**src/rtl/scaled_pwm_pkg.sv**
```systemverilog
package scaled_pwm_pkg;
  localparam int RES_W  = 9;
  localparam int EXP_W  = 3;
  localparam int DUTY_W = 16;
  localparam int ADDR_W = 4;

  localparam logic [ADDR_W-1:0] A_MODE = 4'h0;
  localparam logic [ADDR_W-1:0] A_CSEL = 4'h1;
  localparam logic [ADDR_W-1:0] A_DIV  = 4'h2;
  localparam logic [ADDR_W-1:0] A_DLO  = 4'h3;
  localparam logic [ADDR_W-1:0] A_DHI  = 4'h4;
  localparam logic [ADDR_W-1:0] A_CTRL = 4'h5;
  localparam logic [ADDR_W-1:0] A_SYNC = 4'h6;

  typedef struct packed {
    logic [1:0]        csel;
    logic [1:0]        pdiv;
    logic [EXP_W-1:0]  expo;
    logic [DUTY_W-1:0] duty;
  } pwm_cfg_t;

  function automatic logic [2:0] pdiv_ratio(input logic [1:0] code);
    case (code)
      2'd0:    return 3'd1;
      2'd1:    return 3'd3;
      2'd2:    return 3'd5;
      default: return 3'd6;
    endcase
  endfunction
endpackage

```
**src/rtl/spwm_regs.sv**
```systemverilog
module spwm_regs
  import scaled_pwm_pkg::*;
(
  input  logic              clk_i,
  input  logic              rst_ni,
  input  logic [ADDR_W-1:0] addr_i,
  input  logic [7:0]        wdata_i,
  input  logic              we_i,
  output logic [7:0]        rdata_o,
  input  logic              run_i,
  input  logic              wrap_i,
  output pwm_cfg_t          act_o,
  output logic              run_en_o,
  output logic              src_o,
  output logic              buf_o
);
  pwm_cfg_t shd_q, act_q;
  logic smooth_q, pend_q;
  logic sync_wr, apply;

  assign sync_wr = we_i && (addr_i == A_SYNC) && wdata_i[0];
  // transfer now, or defer to the period wrap in smooth mode
  assign apply = (sync_wr && (!smooth_q || !run_i || wrap_i)) ||
                 (pend_q && (wrap_i || !run_i));

  always_ff @(posedge clk_i or negedge rst_ni) begin
    if (!rst_ni) begin
      shd_q    <= '0;
      act_q    <= '0;
      smooth_q <= 1'b0;
      pend_q   <= 1'b0;
      run_en_o <= 1'b0;
      src_o    <= 1'b0;
      buf_o    <= 1'b0;
    end else begin
      if (we_i) begin
        case (addr_i)
          A_MODE: smooth_q      <= wdata_i[5];
          A_CSEL: shd_q.csel    <= wdata_i[1:0];
          A_DIV: begin
            shd_q.pdiv <= wdata_i[6:5];
            shd_q.expo <= wdata_i[EXP_W-1:0];
          end
          A_DLO:  shd_q.duty[7:0]  <= wdata_i;
          A_DHI:  shd_q.duty[15:8] <= wdata_i;
          A_CTRL: begin
            run_en_o <= wdata_i[7];
            buf_o    <= wdata_i[5];
            src_o    <= wdata_i[2];
          end
          default: ;
        endcase
      end
      if (apply) begin
        act_q  <= shd_q;
        pend_q <= 1'b0;
      end else if (sync_wr) begin
        pend_q <= 1'b1;
      end
    end
  end

  always_comb begin
    case (addr_i)
      A_MODE:  rdata_o = {2'b0, smooth_q, 5'b0};
      A_CSEL:  rdata_o = {6'b0, shd_q.csel};
      A_DIV:   rdata_o = {1'b0, shd_q.pdiv, 2'b0, shd_q.expo};
      A_DLO:   rdata_o = shd_q.duty[7:0];
      A_DHI:   rdata_o = shd_q.duty[15:8];
      A_CTRL:  rdata_o = {run_en_o, 1'b0, buf_o, 2'b0, src_o, 2'b0};
      A_SYNC:  rdata_o = {pend_q, 7'b0};
      default: rdata_o = 8'h00;
    endcase
  end

  assign act_o = act_q;

  // active settings move only after a sync command or a pending transfer
  assert_act_hold_R8: assert property (@(posedge clk_i) disable iff (!rst_ni)
    (!sync_wr && !pend_q) |=> $stable(act_q));
  // a deferred sync waits while the counter runs without wrapping
  assert_pend_wait_R10: assert property (@(posedge clk_i) disable iff (!rst_ni)
    (pend_q && run_i && !wrap_i && !sync_wr) |=> pend_q);
  // pending is only ever raised in smooth mode
  assert_pend_smooth_R9: assert property (@(posedge clk_i) disable iff (!rst_ni)
    $rose(pend_q) |-> $past(smooth_q));
endmodule

```
**src/rtl/spwm_prescale.sv**
```systemverilog
module spwm_prescale
  import scaled_pwm_pkg::*;
#(
  parameter int EW = EXP_W
) (
  input  logic          clk_i,
  input  logic          rst_ni,
  input  logic          run_i,
  input  logic [2:0]    tick_i,
  input  logic [1:0]    csel_i,
  input  logic [1:0]    pdiv_i,
  input  logic [EW-1:0] expo_i,
  output logic          stick_o
);
  localparam int XW = (2 ** EW) - 1;

  logic          ref_tick, pre_hit, exp_hit;
  logic [2:0]    pre_q, ratio;
  logic [XW-1:0] exp_q, mask;

  always_comb begin
    case (csel_i)
      2'd1:    ref_tick = tick_i[0];
      2'd2:    ref_tick = tick_i[1];
      2'd3:    ref_tick = tick_i[2];
      default: ref_tick = 1'b0;
    endcase
  end

  assign ratio   = pdiv_ratio(pdiv_i);
  // >= keeps the divider live if the ratio shrinks mid-count
  assign pre_hit = ref_tick && (pre_q >= ratio - 3'd1);
  assign mask    = XW'((XW+1)'(1) << expo_i) - XW'(1);
  assign exp_hit = (exp_q & mask) == mask;
  assign stick_o = run_i && pre_hit && exp_hit;

  always_ff @(posedge clk_i or negedge rst_ni) begin
    if (!rst_ni) begin
      pre_q <= '0;
      exp_q <= '0;
    end else if (!run_i) begin
      pre_q <= '0;
      exp_q <= '0;
    end else if (ref_tick) begin
      pre_q <= pre_hit ? 3'd0 : pre_q + 3'd1;
      if (pre_hit) exp_q <= exp_q + XW'(1);
    end
  end

  // a prescaled tick needs the selected reference tick
  assert_tick_src_R1: assert property (@(posedge clk_i) disable iff (!rst_ni)
    stick_o |-> (csel_i != 2'd0) && tick_i[csel_i - 2'd1]);
endmodule

```
**src/rtl/spwm_core.sv**
```systemverilog
module spwm_core
  import scaled_pwm_pkg::*;
#(
  parameter int CW = RES_W,
  parameter int DW = DUTY_W
) (
  input  logic          clk_i,
  input  logic          rst_ni,
  input  logic          run_i,
  input  logic          src_i,
  input  logic          stick_i,
  input  logic [DW-1:0] duty_i,
  output logic          wrap_o,
  output logic          pwm_o
);
  logic [CW-1:0] cnt_q;

  always_ff @(posedge clk_i or negedge rst_ni) begin
    if (!rst_ni)      cnt_q <= '0;
    else if (!run_i)  cnt_q <= '0;
    else if (stick_i) cnt_q <= cnt_q + CW'(1);
  end

  assign wrap_o = run_i && stick_i && (&cnt_q);
  assign pwm_o  = run_i && src_i && ({{(DW-CW){1'b0}}, cnt_q} < duty_i);

  // a halted channel keeps its output low
  assert_halt_low_R6: assert property (@(posedge clk_i) disable iff (!rst_ni)
    !run_i |-> !pwm_o);
  // the counter only moves on a prescaled tick
  assert_cnt_hold_R4: assert property (@(posedge clk_i) disable iff (!rst_ni)
    (run_i && !stick_i) |=> $stable(cnt_q));
  // a wrap starts the next period at zero
  assert_wrap_zero_R4: assert property (@(posedge clk_i) disable iff (!rst_ni)
    wrap_o |=> cnt_q == '0);
endmodule

```
**src/rtl/scaled_pwm.sv**
```systemverilog
module scaled_pwm
  import scaled_pwm_pkg::*;
(
  input  logic       clk_i,
  input  logic       rst_ni,
  input  logic [2:0] tick_i,
  input  logic [3:0] addr_i,
  input  logic [7:0] wdata_i,
  input  logic       we_i,
  output logic [7:0] rdata_o,
  output logic       pwm_o,
  output logic       oe_o
);
  pwm_cfg_t act;
  logic run_en, src, buf_en, run, wrap, stick;

  assign run  = run_en && (act.csel != 2'd0);
  assign oe_o = buf_en;

  spwm_regs u_regs (
    .clk_i, .rst_ni, .addr_i, .wdata_i, .we_i, .rdata_o,
    .run_i(run), .wrap_i(wrap), .act_o(act),
    .run_en_o(run_en), .src_o(src), .buf_o(buf_en)
  );

  spwm_prescale #(.EW(EXP_W)) u_pre (
    .clk_i, .rst_ni, .run_i(run), .tick_i,
    .csel_i(act.csel), .pdiv_i(act.pdiv), .expo_i(act.expo),
    .stick_o(stick)
  );

  spwm_core #(.CW(RES_W), .DW(DUTY_W)) u_core (
    .clk_i, .rst_ni, .run_i(run), .src_i(src), .stick_i(stick),
    .duty_i(act.duty), .wrap_o(wrap), .pwm_o
  );
endmodule

```
**config.mk**
```make
export PLATFORM = sky130hd
export DESIGN_NAME = scaled_pwm
export DESIGN_NICKNAME = d
export VERILOG_FILES = /design/src/rtl/scaled_pwm_pkg.sv /design/src/rtl/spwm_regs.sv /design/src/rtl/spwm_prescale.sv /design/src/rtl/spwm_core.sv /design/src/rtl/scaled_pwm.sv
export SDC_FILE = /design/constraint.sdc
export NUM_CORES = 1
export LEC_CHECK = 0
export BUFFER_PORTS_ARGS = -buffer_cell sky130_fd_sc_hd__buf_4
export CAP_MARGIN = 10
export CORE_MARGIN = 3
export CORE_UTILIZATION = 40
export DETAILED_ROUTE_END_ITERATION = 6
export GPL_ROUTABILITY_DRIVEN = 0
export PLACE_DENSITY = 0.56
export SLEW_MARGIN = 20
export SYNTH_ARGS = -nofsm -noshare
export SYNTH_HDL_FRONTEND = slang
export SYNTH_SLANG_ARGS = --single-unit
```
**constraint.sdc**
```tcl
create_clock -name clk_i -period 2 [get_ports clk_i]
set_input_delay 0.1 -clock clk_i [delete_from_list [all_inputs] [get_ports clk_i]]
set_output_delay 0.1 -clock clk_i [all_outputs]
set_load 0.02 [all_outputs]
```
# Word level (Yosys, flattened, before mapping)
# Cells that the tools add are included.
totals:
  input_bits: 18
  word_cells: 84
  output_inout_bits: 10
  reg_bits: 70
op_classes:
  bitwise: 1
  order_cmp: 2
  addsub: 5
  reduce_logical: 30
  shifts: 1
  eq_ne: 15
  muxes: 13
op_table:
  columns: ["cell", "n"]
  rows:
  - ["8-bit one-hot mux with 7 select lines", 1]
  - ["7-bit two-way mux", 3]
  - ["9-bit two-way mux", 2]
  - ["9-bit by 16-bit less-than comparator with 1-bit output", 1]
  - ["2-bit AND reduction", 7]
  - ["4-bit by 3-bit equality test with 1-bit output, second input constant", 3]
  - ["1-bit logical AND", 12]
  - ["9-bit by 1-bit adder with 9-bit output, second input constant", 1]
  - ["3-bit two-way mux", 3]
  - ["3-bit one-hot mux with 3 select lines", 1]
  - ["9-bit AND reduction", 1]
  - ["4-bit by 2-bit equality test with 1-bit output, second input constant", 2]
  - ["7-bit by 1-bit adder with 7-bit output, second input constant", 1]
  - ["7-bit bitwise AND", 1]
  - ["7-bit equality test", 1]
  - ["1-bit by 3-bit << shifter with 7-bit output, first input constant", 1]
  - ["7-bit by 2-bit subtractor with 7-bit output, second input constant", 1]
  - ["2-bit equality test, second input constant", 3]
  - ["2-bit != test, second input constant", 3]
  - ["2-bit by 1-bit equality test with 1-bit output, second input constant", 2]
  - ["4-bit by 1-bit equality test with 1-bit output, second input constant", 1]
  - ["4-bit logical NOT", 1]
  - ["1-bit logical OR", 4]
  - ["2-bit nonzero test", 2]
  - ["7 further kinds", 9]

# Longest topological paths before layout
# Gate-level depths: netlist of run 1.
logic_depth:
  word_depth: 13
  ltp_mapped: 10
  depth_no_buf: 8

# Hierarchy
# From an unflattened synthesis of run 1, not the netlist that was laid out.
unflattened:
  hier_cells: 438
  area_unflattened_um2: 4426.7
modules_own_cells:
  columns: ["mod", "seq_area_each_um2", "cells_per_inst", "n_inst", "area_each_um2"]
  rows:
  - ["spwm_regs", 1276.2, 282, 1, 3025.4]
  - ["spwm_prescale", 250.2, 79, 1, 708.2]
  - ["spwm_core", 225.2, 76, 1, 685.7]
  - ["scaled_pwm", 0.0, 1, 1, 7.5]

# Worst setup path after synthesis of run 1
# Ideal clock, no wire load.
synth_timing:
  path_type: "reg-to-reg"
  start: "register u_regs.act_q, in the netlist u_regs.act_o[20]"
  end: "register u_regs.act_q, in the netlist u_regs.act_o[15]"
  slack_ns: -0.046
  setup_time_ns: 0.142
  n_path_buf: 2
  required_ns: 1.858
  stages_incl_launch_ff: 10
  arrival_time_ns: 1.904
  synth_period_minus_slack_ns: 2.046
  path_cell_list: "dfrtp_1 -> and2_1 -> ha_1 -> nor2b_1 -> o21ai_0 -> buf_2 -> nand2_1 -> clkbuf_1 -> o311ai_0 -> o211ai_1"
synth_via:
  elab_chain_cells: 12
  elab_cells_between_ends: 16
  classes_between: "1 x add/sub; 1 x order compare; 2 x eq/ne; 1 x mux; 11 x reduce/logical"
synth_lines:
  columns: ["element", "line_no", "text"]
  rows:
  - ["from (decl)", "spwm_regs.sv:17", "pwm_cfg_t shd_q, act_q;"]
  - ["from (signal assigned)", "spwm_regs.sv:55", "act_q <= shd_q;"]
  - ["2-bit equality test, or another cell as far along", "scaled_pwm_pkg.sv:23", "case (code)"]
  - ["3-bit one-hot mux with 3 select lines *", "scaled_pwm_pkg.sv:23", null]
  - ["3-bit by 1-bit subtractor with 3-bit output *", "spwm_prescale.sv:32", "assign pre_hit = ref_tick && (pre_q >= ratio - 3'd1);"]
  - ["3-bit >= comparator *", "spwm_prescale.sv:32", null]
  - ["1-bit logical AND *", "spwm_prescale.sv:32", null]
  - ["1-bit logical AND * (2 in series)", "spwm_prescale.sv:35", "assign stick_o = run_i && pre_hit && exp_hit;"]
  - ["1-bit logical AND * (2 in series)", "spwm_core.sv:24", "assign wrap_o = run_i && stick_i && (&cnt_q);"]
  - ["1-bit logical OR, on equally long branches", "spwm_regs.sv:23, spwm_regs.sv:24", null]
  - ["1-bit logical AND, on equally long branches", "spwm_regs.sv:23, spwm_regs.sv:24", null]
  - ["1-bit logical OR *", "spwm_regs.sv:23", "assign apply = (sync_wr && (!smooth_q || !run_i || wrap_i)) ||"]
# Mark *: on every way between the ends. The rest lies on a longest branch, timed or not.
# A chain may end at the register's enable or synchronous reset.

# Worst setup path in the final report of run 1
layout_timing:
  start: "register u_regs.act_q, in the netlist u_regs.act_o[11]"
  end: "output port pwm_o"
layout_via:
  elab_chain_cells: 2
layout_lines:
  columns: ["element", "line_no", "text"]
  rows:
  - ["9-bit by 16-bit less-than comparator with 1-bit output", "spwm_core.sv:25", "assign pwm_o = run_i && src_i && ({{(DW-CW){1'b0}}, cnt_q} < duty_i);"]
  - ["1-bit logical AND", "spwm_core.sv:25", null]
  - ["to (decl)", "scaled_pwm.sv:11", "output logic pwm_o,"]
# No other way between the ends.

==> impl_metrics.csv, run 1 <==
group,metric,value,unit
grt,grt_pass1_wl,17.8,mm
clocking,cts-htree-levels,3,
yosys,async_reset_ff_frac,1.00,
yosys,mappedNetlistArea,0.00408,mm²
sta,worst_pin_slew,0.724,ns
power,p_switching,0.00203,W
sta,whs,0.0259,ns
critical_path,criticalPathCategory,"register to output port",
critical_path,cp.arrival,1.92,ns
yosys,synth_edf_count,0,
cells_and_area,drive_gt1_frac,0.315,
yosys,avgSynthCellArea,9.99,µm²
sta,finalSetupTns,-0.0189,ns
power,pwr_density_cell,1060,mW/mm²
status,violations,"setup timing",
critical_path,critPathMaxFanout,3,
yosys,yosysTopAreaCell,"dfrtp_1",
critical_path,worstReg2RegEnd,"u_core.cnt_q[4]",
placement,dpl.cell_count,568,
cells_and_area,fin_util,0.521,
power,p_seq_frac,0.402,
clocking,clk_pin_slew,0.08,ns
cells_and_area,multi_input_area,0.00238,mm²
floorplan,die_x,107,µm
power,power.share.switching,0.372,
min_path,whs_endpoint,"u_regs.shd_q[15]",
sta,timing.fmax,0.495,GHz
min_path,min_path_type,"input port to register",
min_path,holdPathStages,2,
sta,rsz0062_at_grt,"true",
yosys,synth-seq-cells,70,
clocking,cts_buffer_depth,2,
detailed_routing,drtIter0Drc,215,
grt,grt.total_usage,0.195,
critical_path,reg2reg_depth,8,
sta,min_period,2.02,ns
cells_and_area,stdcell_count,597,
detailed_routing,drc,0,
floorplan,io_pins,28,
detailed_routing,detail-route-antenna-nets,0,
min_path,holdCritStartpoint,"wdata_i[7]",
floorplan,dieArea,0.0114,mm²
yosys,synth_seq_area_share,0.430,
clocking,clk_latency,0.34,ns
cells_and_area,seqCellArea,0.00175,mm²
yosys,netlist_top_cells_area,"dfrtp_1 43%, mux2_2 8.6%, a2bb2oi_1 4.9%",
cells_and_area,fillCellCount,953,
floorplan,die_h,107,µm
yosys,yosysUniqueCellTypes,51,
placement,hpwl,7.26,mm
floorplan,core,0.00982,mm²
floorplan,row_count,36,
sta,final.period_utilization,1.01,
critical_path,critPathLaunchType,"register",
clocking,cts_root_buffer,"clkbuf_8",
yosys,syn_inst,408,
floorplan,initial_core_util,0.415,
yosys,syn-num-nets,441,
sta,setup_viol,1,
status,status,"complete, but fails checks",
critical_path,endpoint_kind,"output port",
grt,grt_max_degree,48,
detailed_routing,via_count,3395,
yosys,synth_ff_type,"dfrtp_1",
yosys,ys.warnings.count,0,
detailed_routing,wl_per_cell,18.1,µm
yosys,yosysMostFrequentCell,"dfrtp_1",
placement,numPortBuffers,27,
clocking,cts_buffers,9,
clocking,cts_tree,"done",
sta,maxSlewHeadroom,0.517,
power,intPower,0.00342,W
detailed_routing,routed_wl,10.8,mm
cells_and_area,area_growth,25.4,%
yosys,synth_commonest_cells,"70 x dfrtp_1, 40 x nand2_1, 31 x mux2_2, 23 x a2bb2oi_1, 23 x o211ai_1",
clocking,cts.sinks,70,
detailed_routing,vias_per_cell,5.69,
power,power.share.clock,0.189,
grt,antenna_found_initial,0,
grt,grt_overflow,0,
cells_and_area,antennaDiodeCount,0,
flow_run,drv_cap,0,
sta,hold_violations,0,
cells_and_area,nets,492,
grt,grt_pass1_vias,3439,
critical_path,worstReg2RegStart,"u_regs.act_o[19]",
power,peakVddDrop,0.560,mV
critical_path,rrSetupSlack,0.01,ns
power,combPwrFrac,0.409,
power,leakagePower,2.13,nW
sta,finClkSkew,0.0151,ns
yosys,synth_top_area_frac,0.430,
critical_path,cp.required,1.90,ns
sta,slew_viol_final,0,
sta,finalWorstSetupSlack,-0.0189,ns
detailed_routing,first_pass_iters,4,
[per-layer routing]
layer / track usage / vias up / wire, µm
met4: 0.0530 / 0 / 138
li1: - / 1657 / -
met3: 0.0397 / 11 / 278
met1: 0.269 / 1683 / 5240
met5: 0 / - / 0
met2: 0.314 / 44 / 5130
[metrics by stage]
stage | setup slack, ns | total power, W | area (µm²)
after floorplan | -0.0243 | 0.00333 | 4080
after global placement | -0.0283 | 0.00390 | 4610
after detailed placement | -0.0961 | 0.00397 | 4620
after CTS | -0.0630 | 0.00507 | 4850
after global routing | -0.154 | 0.00583 | 5110
final | -0.0189 | 0.00544 | 5110
[cells by family (layout without fill, tap and decap cells)]
kind of cell	after synthesis	in the layout	synth area share
compound gates	127	127	0.234
simple gates	115	115	0.141
flops	70	70	0.430
buf+inv	42	98	0.0433
mux	34	34	0.0961
fa+ha+maj	15	15	0.0460
xor+xnor	5	5	0.0107
[state kept, by name (all words and copies together), names as in the netlist]
signal and flops:
u_regs.act_o 23, u_regs.shd_q 23, u_core.cnt_q 9, u_pre.exp_q 7
u_pre.pre_q 3, u_regs.buf_o 1, u_regs.pend_q 1, u_regs.run_en_o 1
u_regs.smooth_q 1, u_regs.src_o 1
[cell usage in the layout, fill, tap and decap left out, drive strengths merged, types with 3 or more instances in the layout]
cell type    instances
dlygate4sd3          4
a2bb2oi             23
nand4                6
clkinv               3
a21o                 4
inv                 13
nand3               12
nor2                21
nand2               40
xor2                 4
mux2                31
nand2b               4
a31oi                3
o211ai              23
dfrtp               70
or4                  4
and2                 7
mux2i                3
ha                  15
a21oi               15
o31ai                4
o21ai               10
buf                 65
nor2b                6
clkbuf              12
a22oi                9
o311ai              24
and3                 3
[final cells by class]
| class | instances | share of cell area |
|---|---|---|
| Multi-Input combinational cell | 296 | 0.465 |
| Sequential cell | 70 | 0.343 |
| Timing Repair Buffer | 69 | 0.117 |
| Tap cell | 133 | 0.0326 |
| Clock buffer | 12 | 0.0284 |
| Inverter | 13 | 0.00954 |
| Clock inverter | 4 | 0.00441 |
[power groups by stage]
stage	Combinational [W]	Clock (W)	Sequential [W]
6_report	0.00222	0.00103	0.00219
5_1_grt	0.00246	0.00113	0.00225
4_1_cts	0.00185	0.00106	0.00217
3_5_place_dp	0.00179	0	0.00218
3_3_place_gp	0.00174	0	0.00216
2_1_floorplan	0.00131	0	0.00202
[worst max-delay path, stage by stage (launching register included)]
cell     delay [ns]
dfrtp_1        0.42
or4_1          0.57
nor4_4         0.19
nand2_1        0.08
nand3_1        0.09
a31oi_1        0.05
buf_4          0.17
[worst max path at each step]
stage,startpoint,to,cells after the start
2_1_floorplan,u_regs.act_o[20],u_regs.act_o[0],9
3_3_place_gp,u_regs.act_o[20],u_core.cnt_q[5],8
3_5_place_dp,u_regs.act_o[20],u_core.cnt_q[5],8
4_1_cts,u_core.cnt_q[5],pwm_o,7
5_1_grt,u_regs.act_o[1],pwm_o,7
6_report,u_regs.act_o[11],pwm_o,6
[timing repair]
item,CTS,global route
hold buffers,3,1
hold endpoints to repair,30,1
resized for setup,4,55
setup endpoints to repair,31,33
buffers inserted,3,6
pin swaps,5,15
No activity file was read; power rests on OpenSTA's default activity.
==> inputs of run 2 (changes only) <==
Settings changed: CORE_UTILIZATION 40 to 55, PLACE_DENSITY 0.56 to 0.73.
==> run 2 against run 1 <==
The run still ends with setup timing left. Total power rose by 3.5%. Maximum frequency fell by 2.8%. Clock skew fell by 0.0037 ns. Critical path depth rose by 1. Via count rose by 5.6%. Worst hold slack got worse by 0.012 ns. Combinational power rose by 8%. Setup slack got worse by 0.058 ns. Core utilization rose by 23 points. Critical path type unchanged. Highest routed layer unchanged.
==> impl_metrics.csv, run 2 (synthesis gave the netlist of run 1 again) <==
group,metric,value,unit
status,status,"complete, but fails checks",
status,violations,"setup timing",
sta,finalWorstSetupSlack,-0.0771,ns
grt,grt.total_usage,0.252,
min_path,min_path_type,"input port to register",
placement,placed_cell_area,0.00456,mm²
sta,worst_pin_slew,0.706,ns
placement,hpwl,6.89,mm
sta,maxSlewHeadroom,0.529,
floorplan,die_x,92.1,µm
critical_path,cp.arrival,1.98,ns
floorplan,initial_core_util,0.584,
power,combPwrFrac,0.424,
sta,setup_viol,2,
cells_and_area,drive_gt1_frac,0.319,
critical_path,critPathLaunchType,"register",
cells_and_area,mostFrequentLayoutCell,"dfrtp_1",
sta,slew_viol_final,0,
critical_path,cp_cell_sequence,"inv_1, ha_1, a21o_1, a211oi_1, o31ai_1, a31oi_1, buf_4",
critical_path,critPathMaxFanout,3,
floorplan,dieArea,0.00848,mm²
critical_path,cp_slowest_cell,"dfrtp_1",
grt,grt_pass1_vias,3512,
sta,rsz0062_at_grt,"true",
detailed_routing,first_pass_iters,6,
detailed_routing,drtIter0Drc,281,
clocking,cts-htree-levels,3,
sta,timing.fmax,0.481,GHz
power,pwr_density_cell,1080,mW/mm²
detailed_routing,drc,0,
power,p_switching,0.00215,W
clocking,clk_latency,0.36,ns
clocking,cts_buffers,9,
detailed_routing,vias_per_cell,6.33,
power,peakVddDrop,0.559,mV
grt,antenna_found_initial,0,
cells_and_area,fin_util,0.747,
sta,min_period,2.08,ns
placement,numPortBuffers,27,
critical_path,endpoint_kind,"output port",
detailed_routing,routed_wl,10.7,mm
detailed_routing,wl_per_cell,18.9,µm
detailed_routing,via_count,3585,
cells_and_area,final_area,0.00522,mm²
sta,hold_violations,0,
detailed_routing,detail-route-antenna-nets,0,
clocking,cts_tree,"done",
cells_and_area,nets,498,
sta,final.period_utilization,1.04,
power,power.share.clock,0.189,
power,intPower,0.00349,W
floorplan,core,0.00698,mm²
floorplan,die_h,92.1,µm
critical_path,cp.required,1.90,ns
grt,grt_pass1_wl,17.0,mm
cells_and_area,antennaDiodeCount,0,
sta,finalSetupTns,-0.140,ns
grt,grt_max_degree,48,
clocking,cts.sinks,70,
floorplan,io_pins,28,
power,leakagePower,2.23,nW
power,power.share.switching,0.381,
grt,grt_overflow,0,
power,p_seq_frac,0.387,
critical_path,crit_path_max_incr_delay,0.39,ns
clocking,cts_buffer_depth,2,
floorplan,row_count,30,
cells_and_area,area_growth,28.0,%
flow_run,drv_cap,0,
cells_and_area,mostFrequentLayoutCells,"70 x dfrtp_1, 55 x buf_4, 38 x nand2_1, 31 x mux2_2",
clocking,clk_pin_slew,0.09,ns
clocking,cts_root_buffer,"clkbuf_8",
sta,finClkSkew,0.0115,ns
critical_path,criticalPathCategory,"register to output port",
-- run 2: layout make-up --
type,instances,area [µm²]
Clock buffer,9,124
Clock inverter,7,53.8
Fill cell,501,1760
Inverter,13,48.8
Multi-Input combinational cell,296,2390
Sequential cell,70,1750
Tap cell,96,120
Timing Repair Buffer,75,727
-- run 2: critical path: cells and delay by family, from the launching register on --
family,cells,cell delay (ns)
AO/OA/AOI/OAI,4,0.70
adder cells (fa/ha/maj),1,0.29
flip-flops,1,0.39
buffers and inverters,2,0.24
-- run 2: final timing paths --
| path | end | from | slack, ns | cells after the start |
|---|---|---|---|---|
| setup / recovery | pwm_o | u_regs.act_o[1] | -0.08 | 7 |
| hold / removal | u_regs.buf_o | wdata_i[5] | 0.01 | 2 |
| setup reg to reg | u_core.cnt_q[4] | u_regs.act_o[19] | -0.06 | 8 |
| hold reg to reg | u_regs.smooth_q | u_regs.smooth_q | 0.54 | 1 |
| max in group asynchronous | u_pre.exp_q[1] | rst_ni | 1.06 | 3 |
| min in group asynchronous | u_regs.act_o[22] | rst_ni | 0.28 | 2 |
-- run 2: repair_timing --
action,CTS,global route
hold buffers,6,0
endpoints found under the setup margin,30,35
endpoints found under the hold margin,51,0
resized for setup,20,42
buffers inserted,9,1
cloned,1,3
pin swaps,6,31
-- run 2: power by group through the flow --
stage          registers [W]  logic, W  clock network, W
2_1_floorplan        0.00202   0.00131                 0
3_3_place_gp         0.00213   0.00173                 0
3_5_place_dp         0.00216   0.00180                 0
4_1_cts              0.00214   0.00204           0.00107
5_1_grt              0.00222   0.00258           0.00114
6_report             0.00218   0.00239           0.00107
-- run 2: routing by layer --
metal,routed length (µm),global-route usage
met5,0,0
met4,190,0.0829
met1,4590,0.321
met2,5400,0.424
met3,513,0.0566
-- run 2: per-stage QoR --
step / std cells / setup WS, ns / hold WS (ns) / power (W)
6_report: 566 / -0.0771 / 0.0142 / 0.00563
5_1_grt: 566 / -0.195 / 0.00359 / 0.00594
4_1_cts: 562 / -0.0764 / 0.00527 / 0.00525
3_5_place_dp: 530 / -0.132 / 0.137 / 0.00395
3_3_place_gp: 530 / -0.0628 / 0.132 / 0.00387
2_1_floorplan: 408 / -0.0243 / -0.196 / 0.00333
==> inputs of run 3 (changes only) <==
--- a/config.mk
+++ b/config.mk
@@ -10,6 +10,6 @@
 export CORE_MARGIN = 3
-export CORE_UTILIZATION = 55
+export CORE_UTILIZATION = 60
 export DETAILED_ROUTE_END_ITERATION = 6
 export GPL_ROUTABILITY_DRIVEN = 0
-export PLACE_DENSITY = 0.73
+export PLACE_DENSITY = 0.76
 export SLEW_MARGIN = 20
==> constraint.sdc (replaced) <==
create_clock -name clk_i -period 2.5 [get_ports clk_i]
set_input_delay 0.125 -clock clk_i [delete_from_list [all_inputs] [get_ports clk_i]]
set_output_delay 0.125 -clock clk_i [all_outputs]
set_load 0.05 [all_outputs]
==> run 3 against run 2 <==
The flow now finishes without violations. Wire length decreased by 9.2%. Flip-flop and latch count stayed put. Setup slack improved by 0.30 ns. Combinational power down 43%. Critical path depth increased by 1. Non-clock buffer count down 35. Sequential power decreased by 21%. Worst hold slack worse by 0.0040 ns. Sequential share of layout area is 4.4 points higher. Largest power group is now sequential cells.
==> impl_metrics.csv, run 3 (synthesis gave the netlist of run 1 again) <==
group,metric,value,unit
min_path,holdCritStartpoint,"wdata_i[3]",
detailed_routing,routed_wl,9.72,mm
power,leakagePower,1.96,nW
clocking,cts-htree-levels,3,
power,p_seq_frac,0.409,
grt,grt_overflow,0,
placement,pre_cts_ws,0.248,ns
power,combPwrFrac,0.323,
cells_and_area,mostFrequentLayoutCells,"70 x dfrtp_1, 40 x nand2_1, 39 x buf_4, 31 x mux2_2",
floorplan,row_count,29,
grt,grt.total_usage,0.271,
status,status,"finished clean",
detailed_routing,first_pass_iters,4,
min_path,whs_endpoint,"u_regs.shd_q[11]",
sta,setup_viol,0,
critical_path,worstReg2RegStart,"u_core.cnt_q[0]",
detailed_routing,vias_per_cell,6.68,
power,pwr_density_cell,912,mW/mm²
placement,numPortBuffers,27,
detailed_routing,drtIter0Drc,235,
sta,timing.fmax,0.439,GHz
floorplan,dieArea,0.00782,mm²
sta,hold_violations,0,
sta,whs,0.0102,ns
power,peakVddDrop,0.712,mV
clocking,cts_tree,"done",
sta,final.period_utilization,0.910,
critical_path,reg2reg_depth,7,
power,power.share.switching,0.353,
floorplan,die_x,88.4,µm
critical_path,rrSetupSlack,0.30,ns
cells_and_area,nets,463,
critical_path,cp.arrival,2.15,ns
sta,finalSetupTns,0,ns
sta,finClkSkew,0.00798,ns
clocking,clk_pin_slew,0.08,ns
floorplan,initial_core_util,0.631,
floorplan,io_pins,28,
critical_path,cp.required,2.38,ns
detailed_routing,wl_per_cell,19.0,µm
placement,placed_cell_area,0.00435,mm²
clocking,clk_latency,0.35,ns
flow_run,drv_cap,0,
power,power.share.clock,0.268,
placement,hpwl,6.72,mm
sta,slew_viol_final,0,
clocking,post-cts-setup-buffers,0,
sta,finalWorstSetupSlack,0.225,ns
grt,antenna_found_initial,0,
grt,grt_pass1_wl,16.5,mm
min_path,holdPathStages,2,
detailed_routing,drc,0,
sta,rsz0062_at_grt,"false",
clocking,cts_buffers,9,
min_path,min_path_type,"input port to register",
sta,min_period,2.28,ns
cells_and_area,final_area,0.00462,mm²
detailed_routing,detail-route-antenna-nets,0,
sta,worst_pin_slew,0.892,ns
critical_path,critPathMaxFanout,3,
power,power,0.00421,W
floorplan,core,0.00646,mm²
clocking,cts.sinks,70,
power,p_switching,0.00149,W
cells_and_area,mostFrequentLayoutCell,"dfrtp_1",
critical_path,endpoint_kind,"output port",
critical_path,critPathLaunchType,"register",
critical_path,criticalPathCategory,"register to output port",
floorplan,die_h,88.4,µm
clocking,cts_root_buffer,"clkbuf_8",
power,intPower,0.00272,W
grt,grt_pass1_vias,3302,
grt,grt_max_degree,71,
sta,maxSlewHeadroom,0.405,
cells_and_area,drive_gt1_frac,0.211,
detailed_routing,via_count,3419,
cells_and_area,area_growth,13.2,%
cells_and_area,antennaDiodeCount,0,
critical_path,worstReg2RegEnd,"u_regs.act_o[6]",
clocking,cts_buffer_depth,2,
==> run 3: power groups by stage <==
stage / clock network [W] / logic, W / registers [W]
after floorplan: 0 / 0.00107 / 0.00163
after global placement: 0 / 0.00129 / 0.00172
after detailed placement: 0 / 0.00136 / 0.00174
after CTS: 0.00114 / 0.00136 / 0.00172
after global routing: 0.00120 / 0.00152 / 0.00177
final: 0.00113 / 0.00136 / 0.00172
==> run 3: what timing repair did <==
action | in CTS | in global routing
resized for setup | 0 | 1
endpoints found under the setup margin | 0 | 1
hold endpoints to repair | 70 | 0
hold buffers | 1 | 0
==> run 3: worst max path at each step <==
stage,from,to,slack [ns],cells past startpoint
after floorplan,u_core.cnt_q[5],pwm_o,0.35,6
after global placement,u_regs.act_o[20],u_regs.act_o[12],0.35,9
after detailed placement,u_regs.act_o[20],u_regs.act_o[9],0.25,9
after CTS,u_regs.act_o[20],u_regs.act_o[9],0.22,9
after global routing,u_core.cnt_q[0],u_regs.act_o[11],0.03,7
final,u_regs.act_o[5],pwm_o,0.22,8
==> run 3: area by class of cell <==
class	count	area [µm²]
Clock buffer	9	124
Clock inverter	7	123
Fill cell	472	1840
Inverter	13	48.8
Multi-Input combinational cell	296	2170
Sequential cell	70	1750
Tap cell	77	96.3
Timing Repair Buffer	40	303
==> run 3: worst max-delay path, cell delays in order, from the launching register on <==
cell and delay [ns]:
dfrtp_1 0.38, inv_1 0.09, ha_1 0.31, a21o_1 0.16
a21o_1 0.17, a21oi_1 0.15, o31ai_1 0.10, a31oi_1 0.21
buf_4 0.23
==> run 3: routing by layer <==
layer / vias to the layer above / part of all wire / global-route usage
met1: 1699 / 0.45 / 0.374
met4: 0 / 0.029 / 0.107
li1: 1604 / - / -
met5: - / 0 / 0
met3: 24 / 0.040 / 0.0475
met2: 92 / 0.48 / 0.428
==> run 3: stage by stage <==
step / std cells / util
after global placement: 495 / 0.674
after global routing: 512 / 0.715
after CTS: 512 / 0.713
after detailed placement: 495 / 0.674
final: 512 / 0.715
after floorplan: 408 / -
